### config.mk
export PLATFORM = sky130hd
export DESIGN_NAME = halfstep_clkdiv
export DESIGN_NICKNAME = d
export VERILOG_FILES = /design/src/rtl/hsdiv_pkg.sv /design/src/rtl/hsdiv_ctrl.sv /design/src/rtl/hsdiv_datapath.sv /design/src/rtl/halfstep_clkdiv.sv
export SDC_FILE = /design/constraint.sdc
export NUM_CORES = 1
export LEC_CHECK = 0
export ABC_AREA = 1
export BUFFER_PORTS_ARGS = -buffer_cell sky130_fd_sc_hd__buf_2
export CORE_MARGIN = 3
export CORE_UTILIZATION = 31
export DETAILED_ROUTE_END_ITERATION = 7
export SLEW_MARGIN = 20
export SYNTH_ARGS = -nofsm -noshare
export SYNTH_HDL_FRONTEND = slang
export SYNTH_SLANG_ARGS = --single-unit
### constraint.sdc
create_clock -name clk -period 2.2 [get_ports clk]
set_clock_uncertainty 0.05 [all_clocks]
set_input_delay 0.44 -clock clk [delete_from_list [all_inputs] [get_ports clk]]
set_output_delay 0.44 -clock clk [all_outputs]
set_load 0.005 [all_outputs]
### src/rtl/hsdiv_pkg.sv
package hsdiv_pkg;

  // Strobes from the period sequencer to the datapath
  typedef struct packed {
    logic periodEnd;   // last input cycle of the current master period
  } divStrobe_t;

endpackage

### src/rtl/hsdiv_ctrl.sv
module hsdiv_ctrl
  import hsdiv_pkg::*;
#(
  parameter int CNT_W = 6
) (
  input  logic             clk,
  input  logic             rst,
  input  logic [CNT_W-1:0] periodLen,
  output divStrobe_t       strobe
);

  // Position inside the current master period, runs 1..periodLen
  logic [CNT_W-1:0] cycleCnt;
  logic             atEnd;

  assign atEnd = (cycleCnt >= periodLen);

  always_ff @(posedge clk) begin
    if (rst) begin
      cycleCnt <= CNT_W'(1);
    end else if (atEnd) begin
      cycleCnt <= CNT_W'(1);
    end else begin
      cycleCnt <= cycleCnt + CNT_W'(1);
    end
  end

  always_comb begin
    strobe           = '0;
    strobe.periodEnd = atEnd & ~rst;
  end

endmodule

### src/rtl/hsdiv_datapath.sv
module hsdiv_datapath
  import hsdiv_pkg::*;
#(
  parameter int CODE_W  = 6,
  parameter int CNT_W   = CODE_W,
  parameter int ADC_DIV = 8
) (
  input  logic              clk,
  input  logic              rst,
  input  logic [CODE_W-1:0] ratioCode,
  input  divStrobe_t        strobe,
  output logic [CNT_W-1:0]  periodLen,
  output logic              mclkEn,
  output logic              adcEn
);

  localparam int HALF_W = CODE_W - 1;

  logic [CODE_W-1:0] activeCode;
  logic              longPhase;
  logic [HALF_W-1:0] halfCode;
  logic              isOdd;

  // Code in force and short/long phase; both change only at a period end
  always_ff @(posedge clk) begin
    if (rst) begin
      activeCode <= '0;
      longPhase  <= 1'b0;
    end else if (strobe.periodEnd) begin
      activeCode <= ratioCode;
      longPhase  <= (ratioCode != activeCode) ? 1'b0 : ~longPhase;
    end
  end

  // Even a: a/2+1. Odd a: short (a+1)/2 = a>>1 + 1, long (a+3)/2 = a>>1 + 2
  assign halfCode = activeCode[CODE_W-1:1];
  assign isOdd    = activeCode[0];

  always_comb begin
    if (isOdd && longPhase) begin
      periodLen = CNT_W'({1'b0, halfCode}) + CNT_W'(2);
    end else begin
      periodLen = CNT_W'({1'b0, halfCode}) + CNT_W'(1);
    end
  end

  assign mclkEn = strobe.periodEnd;

  // Converter enable: every ADC_DIV-th master pulse
  generate
    if (ADC_DIV > 1) begin : g_adcDiv
      localparam int ADC_W = $clog2(ADC_DIV);
      logic [ADC_W-1:0] adcCnt;
      logic             adcWrap;

      assign adcWrap = (adcCnt == ADC_W'(ADC_DIV - 1));

      always_ff @(posedge clk) begin
        if (rst) begin
          adcCnt <= '0;
        end else if (strobe.periodEnd) begin
          adcCnt <= adcWrap ? '0 : adcCnt + ADC_W'(1);
        end
      end

      assign adcEn = strobe.periodEnd & adcWrap;
    end else begin : g_adcPass
      assign adcEn = strobe.periodEnd;
    end
  endgenerate

endmodule

### src/rtl/halfstep_clkdiv.sv
module halfstep_clkdiv
  import hsdiv_pkg::*;
#(
  parameter int CODE_W  = 6,
  parameter int ADC_DIV = 8
) (
  input  logic              clk,
  input  logic              rst,
  input  logic [CODE_W-1:0] ratioCode,
  output logic              mclkEn,
  output logic              adcEn
);

  localparam int CNT_W = CODE_W;

  divStrobe_t       strobe;
  logic [CNT_W-1:0] periodLen;

  hsdiv_ctrl #(
    .CNT_W (CNT_W)
  ) u_ctrl (
    .clk       (clk),
    .rst       (rst),
    .periodLen (periodLen),
    .strobe    (strobe)
  );

  hsdiv_datapath #(
    .CODE_W  (CODE_W),
    .CNT_W   (CNT_W),
    .ADC_DIV (ADC_DIV)
  ) u_dp (
    .clk       (clk),
    .rst       (rst),
    .ratioCode (ratioCode),
    .strobe    (strobe),
    .periodLen (periodLen),
    .mclkEn    (mclkEn),
    .adcEn     (adcEn)
  );

endmodule

[Word level (Yosys, flattened, before mapping)]
Index checks and enable logic that the tools add are counted.
Storage, ports and cells
  output and inout bits: 2
  logic and storage cells: 20
  input bits: 8
  register bits after elaboration: 16
Cells by class
  bitwise logic cells: 4
  add/sub/neg operators: 4
  mux-type cells: 3
  reduce and logical (&&, ||, !) cells: 2
  eq/ne operators: 2
  magnitude comparators: 1
Operator list (number)
  $add 5x1->6 const B: 1
  $add 5x2->6 const B: 1
  $add 6x1->6 const B: 1
  $ge 6x6->1: 1
  $mux 6: 1
  $ne 6x6->1: 1
  $add 3x1->3 const B: 1
  $eq 3x3->1 const B: 1
  $mux 3: 1
  $and 1x1->1: 2
  $not 1->1: 2
  $reduce_or 2->1: 1
  $logic_and 1x1->1: 1
  $mux 1: 1

[Logic depth before layout (Yosys ltp)]
Gate-level depths: netlist (run 1).
  depth in word-level cells: 5
  mapped depth: 14
  mapped depth without buffers: 13

[Modules after synthesis]
A second synthesis (run 1) with hierarchy kept.
Unflattened totals
  cells, all modules: 151
  area total of the unflattened synthesis: 1037.2 um^2
By module, submodules not included
  hsdiv_datapath: area an instance 611.8 um^2, cells each 95, instances 1, sequential area each 200.2 um^2
  hsdiv_ctrl: area an instance 425.4 um^2, cells each 56, instances 1, sequential area each 120.1 um^2

[Worst setup path after synthesis (run 1)]
Ideal clock, no wire load.
  kind: register to output
  from: register u_dp.activeCode[2]
  to: output mclkEn
  path buffers: 1
  cell stages (with the launch flop): 12
  data arrival time: 1.763 ns
  data required time: 1.710 ns
  path slack: -0.053 ns
  path through: dfxtp_1 ha_1 nand2_1 nand2_1 nand3_1 xor2_1 ha_1 nand2_1 nor2_1 nand2_2 buf_2 a21oi_1
On the way
  word-level cells in the longest chain between the ends: 4
  elaborated cells on any way between the ends: 5
  those cells by class: add/sub (2); order compare (1); mux (1); bitwise (1)
Ends and longest elaborated chain
  start: declaration: RTL line hsdiv_datapath.sv:19  | logic [CODE_W-1:0] activeCode;
  start signal: assignment: RTL line hsdiv_datapath.sv:30  | activeCode <= ratioCode;
  $add 5x1->6 or $add 5x2->6 (tied branches): RTL line hsdiv_datapath.sv:43, hsdiv_datapath.sv:41
  $mux 6 *: RTL line hsdiv_datapath.sv:40  | if (isOdd && longPhase) begin
  $ge 6x6->1 *: RTL line hsdiv_ctrl.sv:16  | assign atEnd = (cycleCnt >= periodLen);
  $and 1x1->1 *: RTL line hsdiv_ctrl.sv:30  | strobe.periodEnd = atEnd & ~rst;
  end: declaration: RTL line halfstep_clkdiv.sv:10  | output logic mclkEn,
Mark *: on every way between the ends. The rest lies on a longest branch, timed or not.

[Worst setup path in the final report (run 1)]
  from: register u_dp.activeCode[2]
  to: output adcEn
On the way
  word-level cells in the longest chain between the ends: 5
  elaborated cells on any way between the ends: 6
  those cells by class: add/sub (2); order compare (1); mux (1); bitwise (2)
Ends and longest elaborated chain
  $add 5x1->6 or $add 5x2->6 (tied branches): RTL line hsdiv_datapath.sv:43, hsdiv_datapath.sv:41
  $mux 6 *: RTL line hsdiv_datapath.sv:40
  $ge 6x6->1 *: RTL line hsdiv_ctrl.sv:16
  $and 1x1->1 *: RTL line hsdiv_ctrl.sv:30
  $and 1x1->1 *: RTL line hsdiv_datapath.sv:66  | assign adcEn = strobe.periodEnd & adcWrap;
  end: declaration: RTL line halfstep_clkdiv.sv:11  | output logic adcEn
Marks and branches as above.

==> results of run 1 <==
[through the flow]
stage | TNS (ns) | hold WS (ns) | power (mW)
floorplan | 0 | 0.371 | 1.35
CTS | -0.657 | 0.347 | 1.91
finish | -0.602 | 0.350 | 2.12
global route | -0.878 | 0.339 | 2.34
detailed placement | -0.0450 | 0.414 | 1.72
global placement | -0.0398 | 0.417 | 1.72
[logic make-up (layout without fill, tap and decap cells)]
logic type / after synthesis / in the layout
AOI/OAI and AO/OA: 7 / 7
and+or+nand+nor: 84 / 84
muxes: 1 / 1
buffers and inverters: 26 / 55
DFF: 16 / 16
adders and majority gates: 11 / 11
xor gates and xnor gates: 6 / 6
[per-layer routing]
layer	share of wire (%)	GRT usage [%]	vias up
met5	0	0	-
li1	-	-	550
met4	0.44	2.33	0
met2	47	17.6	10
met3	2.5	3.57	2
met1	49	15.3	454
[flip-flops by register name (all words and copies together), names as in the netlist]
signal                cells
u_dp.g_adcDiv.adcCnt      3
u_dp.longPhase            1
u_dp.activeCode           6
u_ctrl.cycleCnt           6
[worst min-delay path by stage]
stage,cells after the start,endpoint,start,slack [ns]
2_1_floorplan,1,u_ctrl.cycleCnt[0],u_ctrl.cycleCnt[0],0.37
3_3_place_gp,1,u_ctrl.cycleCnt[0],u_ctrl.cycleCnt[0],0.42
3_5_place_dp,1,u_ctrl.cycleCnt[0],u_ctrl.cycleCnt[0],0.41
4_1_cts,3,u_dp.activeCode[1],ratioCode[1],0.35
5_1_grt,3,u_dp.activeCode[0],ratioCode[0],0.34
6_report,3,u_dp.activeCode[1],ratioCode[1],0.35
[worst max-delay path, cell delays in order, from the launching register on]
cell and delay (ns):
sky130_fd_sc_hd__dfxtp_4 0.38, sky130_fd_sc_hd__ha_4 0.14, sky130_fd_sc_hd__nand2_1 0.05, sky130_fd_sc_hd__nand2_1 0.06, sky130_fd_sc_hd__nand3_2 0.06, sky130_fd_sc_hd__xor2_1 0.14, sky130_fd_sc_hd__ha_1 0.31, sky130_fd_sc_hd__nand2_2 0.10
sky130_fd_sc_hd__a21oi_2 0.05, sky130_fd_sc_hd__nor2_4 0.14, sky130_fd_sc_hd__nand2_2 0.07, sky130_fd_sc_hd__and3_4 0.15, sky130_fd_sc_hd__buf_6 0.11
[layout by cell type (no fill, tap or decap), types with 2 or more instances in the layout]
cell type and count:
sky130_fd_sc_hd__clkbuf_4 3, sky130_fd_sc_hd__inv_2 2, sky130_fd_sc_hd__xor2_1 5, sky130_fd_sc_hd__nor2_1 10
sky130_fd_sc_hd__nand2_2 5, sky130_fd_sc_hd__ha_1 10, sky130_fd_sc_hd__nand3_2 12, sky130_fd_sc_hd__nand4_1 13
sky130_fd_sc_hd__inv_1 19, sky130_fd_sc_hd__buf_4 20, sky130_fd_sc_hd__a21oi_2 2, sky130_fd_sc_hd__nand3_1 2
sky130_fd_sc_hd__dfxtp_2 3, sky130_fd_sc_hd__buf_2 8, sky130_fd_sc_hd__a21oi_1 2, sky130_fd_sc_hd__nand2_1 37
sky130_fd_sc_hd__buf_6 3, sky130_fd_sc_hd__dfxtp_1 12
[cell type report]
class / instances / share of cell area (%)
repair buffers: 31 / 15.6
multi-input cells: 109 / 50.4
well taps: 46 / 4.01
inverters: 21 / 5.50
flip-flops and latches: 16 / 22.9
clock buffers: 3 / 1.57
[power by group through the flow]
stage,clock network (mW),logic (mW),registers [mW]
3_5_place_dp,0,1.23,0.488
4_1_cts,0.159,1.27,0.482
3_3_place_gp,0,1.23,0.486
6_report,0.152,1.47,0.503
2_1_floorplan,0,0.869,0.481
5_1_grt,0.173,1.65,0.518
[timing repair]
item                                    CTS  global route
resized for setup                         5            13
setup buffers                             2             3
endpoints found under the setup margin    2             2
cloned                                    0             0
pin swaps                                 4            10
==> results.md, run 1 <==
Run status:
- The flow ran to the end, but the final reports show violations.
- The checks that failed: negative setup slack.

Critical path:
- The capturing point of the worst reg2reg path is u_dp.activeCode[2].
- The kind of launch point of the worst setup path is a flop.
- The critical setup path kind is reg2out.
- The most critical setup path has its startpoint at u_dp.activeCode[2].
- Along the worst path, the maximum fanout reaches 5.
- The worst register-to-register path begins at u_dp.activeCode[2].
- Following the worst setup path forward leads to its endpoint at adcEn.
- At the worst endpoint, the required time is 1.71 ns.
- The data arrival at the endpoint of the critical path is 2.05 ns.
- The nature of the critical path endpoint is a primary output.
- The count of cells along the worst register-to-register path is 14.
- For flop-to-flop paths, the worst setup slack is approximately 0.12 ns.

Die:
- The initial standard-cell utilization of the core is 32.8%.
- The total area inside the core boundary comes to ~3400 um^2.
- The horizontal die dimension is ~66 um.
- After floorplanning, the core was divided into 21 placement rows.
- Measured along the y axis, the die boundary spans 65.9 um.
- The die outline area is 4340 um^2.
- In this run the count of I/O pins placed on the die edge is 10.

Power:
- Summed over all cells, the static leakage comes to 0.753 nW.
- The internal portion of the total power is 1.16 mW.
- For this design the ratio of total power to cell area is 1480 nW/um^2.
- Sequential cells burn 23.7% of the power.
- The analysis attributes to net switching a power of 961 uW.
- The switching share of power is 45.2%.
- Per report_power, the clock group accounts for 7.2% of the total.
- The maximum vdd drop is 0.594 mV.
- The combinational group share of total power is 69.2%.

CTS:
- CTS saw 16 sinks.
- The clock root buffer is sky130_fd_sc_hd__clkbuf_4.
- TritonCTS built the clock tree.
- The clock reaches the later pin of the worst-skew pair after between 0.2 and 0.3 ns.
- TritonCTS created 3 clock buffers.
- After clock tree synthesis, the flow added hold-fix buffers numbering 0.
- Clock-pin slew was measured on the worst setup and hold paths at 0.09 ns.
- In this run the deepest clock path goes through 2 buffers.
- In this run the number of H-tree levels came out at 1.

Final layout:
- The number of nets in the layout is 201.
- The cell area after layout is 1430 um^2.
- The area overhead of the layout relative to synthesis is 28.9%.
- Fill cells in the final layout number 350.
- The multi-input combinational cells in the finished layout cover a total of 723 um^2.
- The antenna diode count is 0.
- At the end of the flow the core is filled with cells to between 40% and 50%.
- The fraction of final layout cells sized beyond drive strength 1 is between 30% and 40%.
- Registers take 328 um^2.
- The finished layout holds 226 standard cells, fillers aside.

STA:
- In this run the tightest slew margin relative to its limit is 82.0%.
- At the pin with the least slew margin, the transition time is 0.270 ns.
- The shortest clock period the worst path allows after layout is 2.54 ns.
- Dividing the final minimum period by the clock period gives 116%.
- Setup repair after global routing could not meet its margin everywhere.
- Setup violations remaining at the end of the flow were counted as 2.
- The final worst setup slack is -0.344 ns.
- Static timing analysis puts the maximum clock frequency at 393 MHz.
- The count of final max-slew check failures came to 0.
- The number of failing hold endpoints at the final stage is 0.

Synthesis:
- sky130_fd_sc_hd__dfxtp_1 takes more of the synthesized area than any other cell.
- The most instantiated library cell after synthesis is sky130_fd_sc_hd__nand2_1.
- The top-area cell type share of the netlist area is 28.8%.
- The gate count of the mapped netlist is between 150 and 200.
- In the synthesized netlist the async set-or-reset flop fraction comes to 0%.
- The multiplexer share of the synthesized area is 0.900%.
- In this run, synthesis produced a sequential element count of 16.
- The simple-gate share of the synthesized area is 39.4%.
- The complex-gate fraction of the synthesized area is 3.71%.
- By area, the combinational part of the netlist is dominated by simple AND/OR/NAND/NOR gates.
- The share of the yosys chip area belonging to registers is 28.8%.
- Yosys printed 0 warnings.
- Of the total synthesized cell area, the portion taken by full adders, half adders and majority gates is 12.4%.
- After synthesis, the mean cell area works out to 7.37 um^2.
- In the post-synthesis netlist, the biggest area contributors are sky130_fd_sc_hd__dfxtp_1 (29%), sky130_fd_sc_hd__nand2_1 (14%), sky130_fd_sc_hd__ha_1 (12%).
- The number of enable flip-flop cells after synthesis is 0.
- The post-synth design cell area is 1110 um^2.
- Sorting the synthesized cells by how often they occur yields sky130_fd_sc_hd__nand2_1 (41), sky130_fd_sc_hd__inv_1 (21), sky130_fd_sc_hd__dfxtp_1 (16).
- After synthesis, the netlist uses 23 different library cells.
- Summing the areas of all xor and xnor instances in the mapped netlist gives under 10% of the synthesized area.
- In the synthesized netlist the dominant register cell turns out to be sky130_fd_sc_hd__dfxtp_1.
- The post-synthesis net count is between 150 and 200.

Global routing:
- The total overflow left after global routing is 0.
- The first global-routing pass estimated between 3000 and 4000 um of wire.
- The initial antenna violation count is 0.
- The number of global-route vias before repair is 900.
- The pin count of the biggest net entering global routing is 23.
- Global routing used approximately 11% of the available tracks across all layers.

Route:
- Dividing the detail-routed via count by the number of cells gives between 4 and 5.
- The detailed-route via count is slightly above 1000.
- In the routed design, unresolved DRC markers number 0.
- In this run the remaining antenna-violating nets after routing total 0.
- For this run, the detailed router's first-pass iteration total came to 4.
- Dividing the detail-routed wire length by the instance count gives 9.97 um.
- The sum of routed wire length over all layers is 2250 um.
- In this run, the number of DRC markers left after iteration 0 of detailed routing was 23.

Place:
- The wire-length estimate of the detail-placed layout is around 1600 um.
- The routability congestion estimate from global placement is 0.829.
- The number of cells in the design after placement is 218.
- The number of port buffers is 9.
- After detailed placement, the total cell area comes to 1320 um^2.
- The worst slack at placement is -0.0450 ns.

Flow run:
- The number of maximum-capacitance constraint violations is 0.

Hold path:
- The path type of the worst min-delay path is in2reg.
Note: power is estimated with default switching activity, not from simulation.
==> run 2, diff against run 1 <==
--- a/config.mk
+++ b/config.mk
@@ -7,9 +7,13 @@
 export LEC_CHECK = 0
 export ABC_AREA = 1
 export BUFFER_PORTS_ARGS = -buffer_cell sky130_fd_sc_hd__buf_2
+export CELL_PAD_IN_SITES_DETAIL_PLACEMENT = 0
+export CELL_PAD_IN_SITES_GLOBAL_PLACEMENT = 1
 export CORE_MARGIN = 3
 export CORE_UTILIZATION = 31
 export DETAILED_ROUTE_END_ITERATION = 7
+export PLACE_DENSITY_LB_ADDON = 0.1
+export SKIP_LAST_GASP = 1
 export SLEW_MARGIN = 20
 export SYNTH_ARGS = -nofsm -noshare
 export SYNTH_HDL_FRONTEND = slang
==> results.md, run 2 (synthesized netlist as in run 1, its figures left out) <==
Run status:
- The flow ran to the end, but the final reports show violations.
- The checks that failed: negative setup slack.

Critical path:
- The worst path required time was 1.71 ns (about the same).
- The nature of the critical path endpoint is a primary output.
- The data arrival at the endpoint of the critical path is 2.01 ns (-0.04 ns).
- The critical path is of the reg2out type.
- The kind of launch point of the worst setup path is a flop.
- The largest driver fanout on the critical path is 3 (-2).

CTS:
- The clock input transition at the sequential cells of the worst setup and hold paths is 0.09 ns (about the same).
- The number of levels the H-tree was split into was 1 (unchanged).
- The number of CTS-inserted buffers came to 3 (unchanged).
- TritonCTS built the clock tree.
- The clock root buffer is sky130_fd_sc_hd__clkbuf_4.
- The number of clock sinks is 16 (unchanged).
- The maximum clock path buffer count was 2 (unchanged).
- The clock latency on the worst-skew pair is 0.28 ns (about the same).

Route:
- The via density per instance came to 4.54 (+0.98%).
- The detailed-route via count came to 1026 (+0.98%).
- The number of violations reported at the end of detailed-routing iteration 0 was 31 (+35%).
- The count of antenna-violating nets left after detailed routing is 0 (unchanged).
- The sum of routed wire length over all layers is 2570 um (+14%).
- The number of iterations in the first detailed-routing pass is 4 (unchanged).
- The post-detailed-route DRC marker count is 0 (unchanged).
- The average detailed-routed wire length per instance was 11.4 um (+14%).

Global routing:
- The initial antenna violation count is 0 (unchanged).
- The number of global-route vias before repair came to 1028 (+14%).
- The wire length of the first global-routing pass is 4500 um (+15%).
- The pin count of the biggest net entering global routing is 23 (unchanged).
- The total congestion overflow after global routing is 0 (unchanged).
- The global routing usage summed across all routing layers was 13.7% (+2.4 points).

Final layout:
- The number of standard cells in the final layout excluding fillers came to 226 (unchanged).
- The antenna diode count is 0 (unchanged).
- The most common library cell in the layout ignoring fill and taps is sky130_fd_sc_hd__nand2_1.
- The largest registers in the layout are u_ctrl.cycleCnt: 6 flops, u_dp.activeCode: 6 flops, u_dp.g_adcDiv.adcCnt: 3 flops.
- The core utilization of the finished layout is 42.9% (+0.63 points).
- The number of nets in the layout came to 201 (unchanged).
- The top cell types in the final layout, fill and taps aside, are sky130_fd_sc_hd__nand2_1 (34), sky130_fd_sc_hd__buf_4 (22), sky130_fd_sc_hd__inv_1 (19).
- The filler cell count came to 356 (+1.7%).
- The area overhead of the layout relative to synthesis is 30.8%.
- The fraction of final layout cells sized beyond drive strength 1 is 38.9% (+2.8 points).

STA:
- The slew at the pin with the worst max-slew slack is 0.283 ns (+0.0123 ns).
- The period utilization is 114% (-2.1 points).
- The final worst setup slack came to -0.297 ns (+0.0471 ns).
- The number of failing hold endpoints at the final stage was 0 (unchanged).
- The count of final max-slew check failures came to 0 (unchanged).
- The worst max-slew margin expressed relative to the limit is 81.2% (-0.82 points).
- The shortest clock period the worst path allows after layout is 2.50 ns (-0.0471 ns).
- The final setup violation count was 2 (unchanged).
- The upper clock frequency limit came to 400 MHz (+1.9%).
- Setup repair after global routing could not meet its margin everywhere.

Power:
- The maximum vdd drop is 0.577 mV (-2.9%).
- The leakage component of the power came to 0.771 nW (+2.4%).
- The power density of the placed cells is 1420 nW/um^2 (-3.9%).

Hold path:
- In this run the worst hold path is classified as in2reg.

Die:
- The top-level port count is 10 (unchanged).
- The core box area was 3390 um^2 (unchanged).
- The initial standard-cell utilization of the core is 32.8% (unchanged).
- The horizontal die dimension is 65.9 um (unchanged).
- The cell row count came to 21 (unchanged).
- The vertical extent of the die was 65.9 um (unchanged).
- The die outline area is 4340 um^2 (unchanged).

Flow run:
- The number of maximum-capacitance constraint violations is 0 (unchanged).

Place:
- The worst slack at placement is -0.0783 ns (-0.0334 ns).
- The number of port buffers is 9 (unchanged).
- The placed wire-length estimate after detailed placement is 1950 um (+19%).
- The routability congestion estimate from global placement was 0.720 (-13%).
- The number of cells in the design after placement is 218 (unchanged).
## run 2: changes by cell type in the layout (fill, tap and decap cells not counted), moves of 2 or more
cell / previous run / this run
sky130_fd_sc_hd__nand2_2: 5 / 7
sky130_fd_sc_hd__nand2_1: 37 / 34
sky130_fd_sc_hd__buf_4: 20 / 22
sky130_fd_sc_hd__buf_6: 3 / 0
## run 2: repair_timing
action,4_1_cts,5_1_grt
pin swaps,10,11
hold buffers,0,0
buffers inserted,4,1
gates resized for setup,12,12
gates cloned,0,0
hold endpoints to repair,0,0
setup endpoints to repair,2,7
## run 2: metrics by stage
| stage | hold slack (ns) | setup TNS (ns) | power (mW) | instance area (um^2) |
|---|---|---|---|---|
| after floorplan | 0.371 | 0 | 1.35 | 1120 |
| after global placement | 0.403 | -0.0600 | 1.74 | 1320 |
| after detailed placement | 0.416 | -0.0914 | 1.76 | 1320 |
| after CTS | 0.335 | -0.610 | 2.04 | 1400 |
| after global routing | 0.342 | -0.829 | 2.32 | 1460 |
| final | 0.351 | -0.512 | 2.07 | 1460 |
## run 2: critical path, stage by stage (launching register included)
cell	delay (ns)
sky130_fd_sc_hd__dfxtp_4	0.37
sky130_fd_sc_hd__ha_4	0.16
sky130_fd_sc_hd__buf_4	0.12
sky130_fd_sc_hd__xor2_1	0.13
sky130_fd_sc_hd__mux2i_1	0.17
sky130_fd_sc_hd__ha_1	0.26
sky130_fd_sc_hd__nand2_1	0.08
sky130_fd_sc_hd__nor2_2	0.04
sky130_fd_sc_hd__nand2_2	0.09
sky130_fd_sc_hd__nand2_2	0.05
sky130_fd_sc_hd__and3_1	0.13
sky130_fd_sc_hd__buf_2	0.12
## run 2: worst paths after layout
path,start,end,slack (ns),depth (start not counted)
max,u_dp.activeCode[2],adcEn,-0.30,11
min,ratioCode[0],u_dp.activeCode[0],0.35,3
max reg2reg,u_dp.activeCode[2],u_ctrl.cycleCnt[3],0.14,12
min reg2reg,u_ctrl.cycleCnt[0],u_ctrl.cycleCnt[0],0.43,1
## run 2: layer usage
layer,vias to the layer above,routed length [um],global-route usage (%)
li1,550,-,-
met5,-,0,0
met1,466,1190,16.2
met3,2,62,4.08
met4,0,21,3.89
met2,8,1290,23.8
## run 2: report_power, final
part	switching [mW]	leakage (nW)	internal (mW)
combinational	0.782	0.624	0.624
sequential	0.111	0.133	0.401
clock	0.0892	0.0138	0.0635
## run 2: final cells by class
type	instances	area, um^2	share of cell area [%]
Sequential cell	16	329	22.6
Tap cell	46	57.6	3.96
Inverter	21	81.3	5.59
Clock buffer	3	22.5	1.55
Timing Repair Buffer	31	210	14.4
Multi-Input combinational cell	109	754	51.8
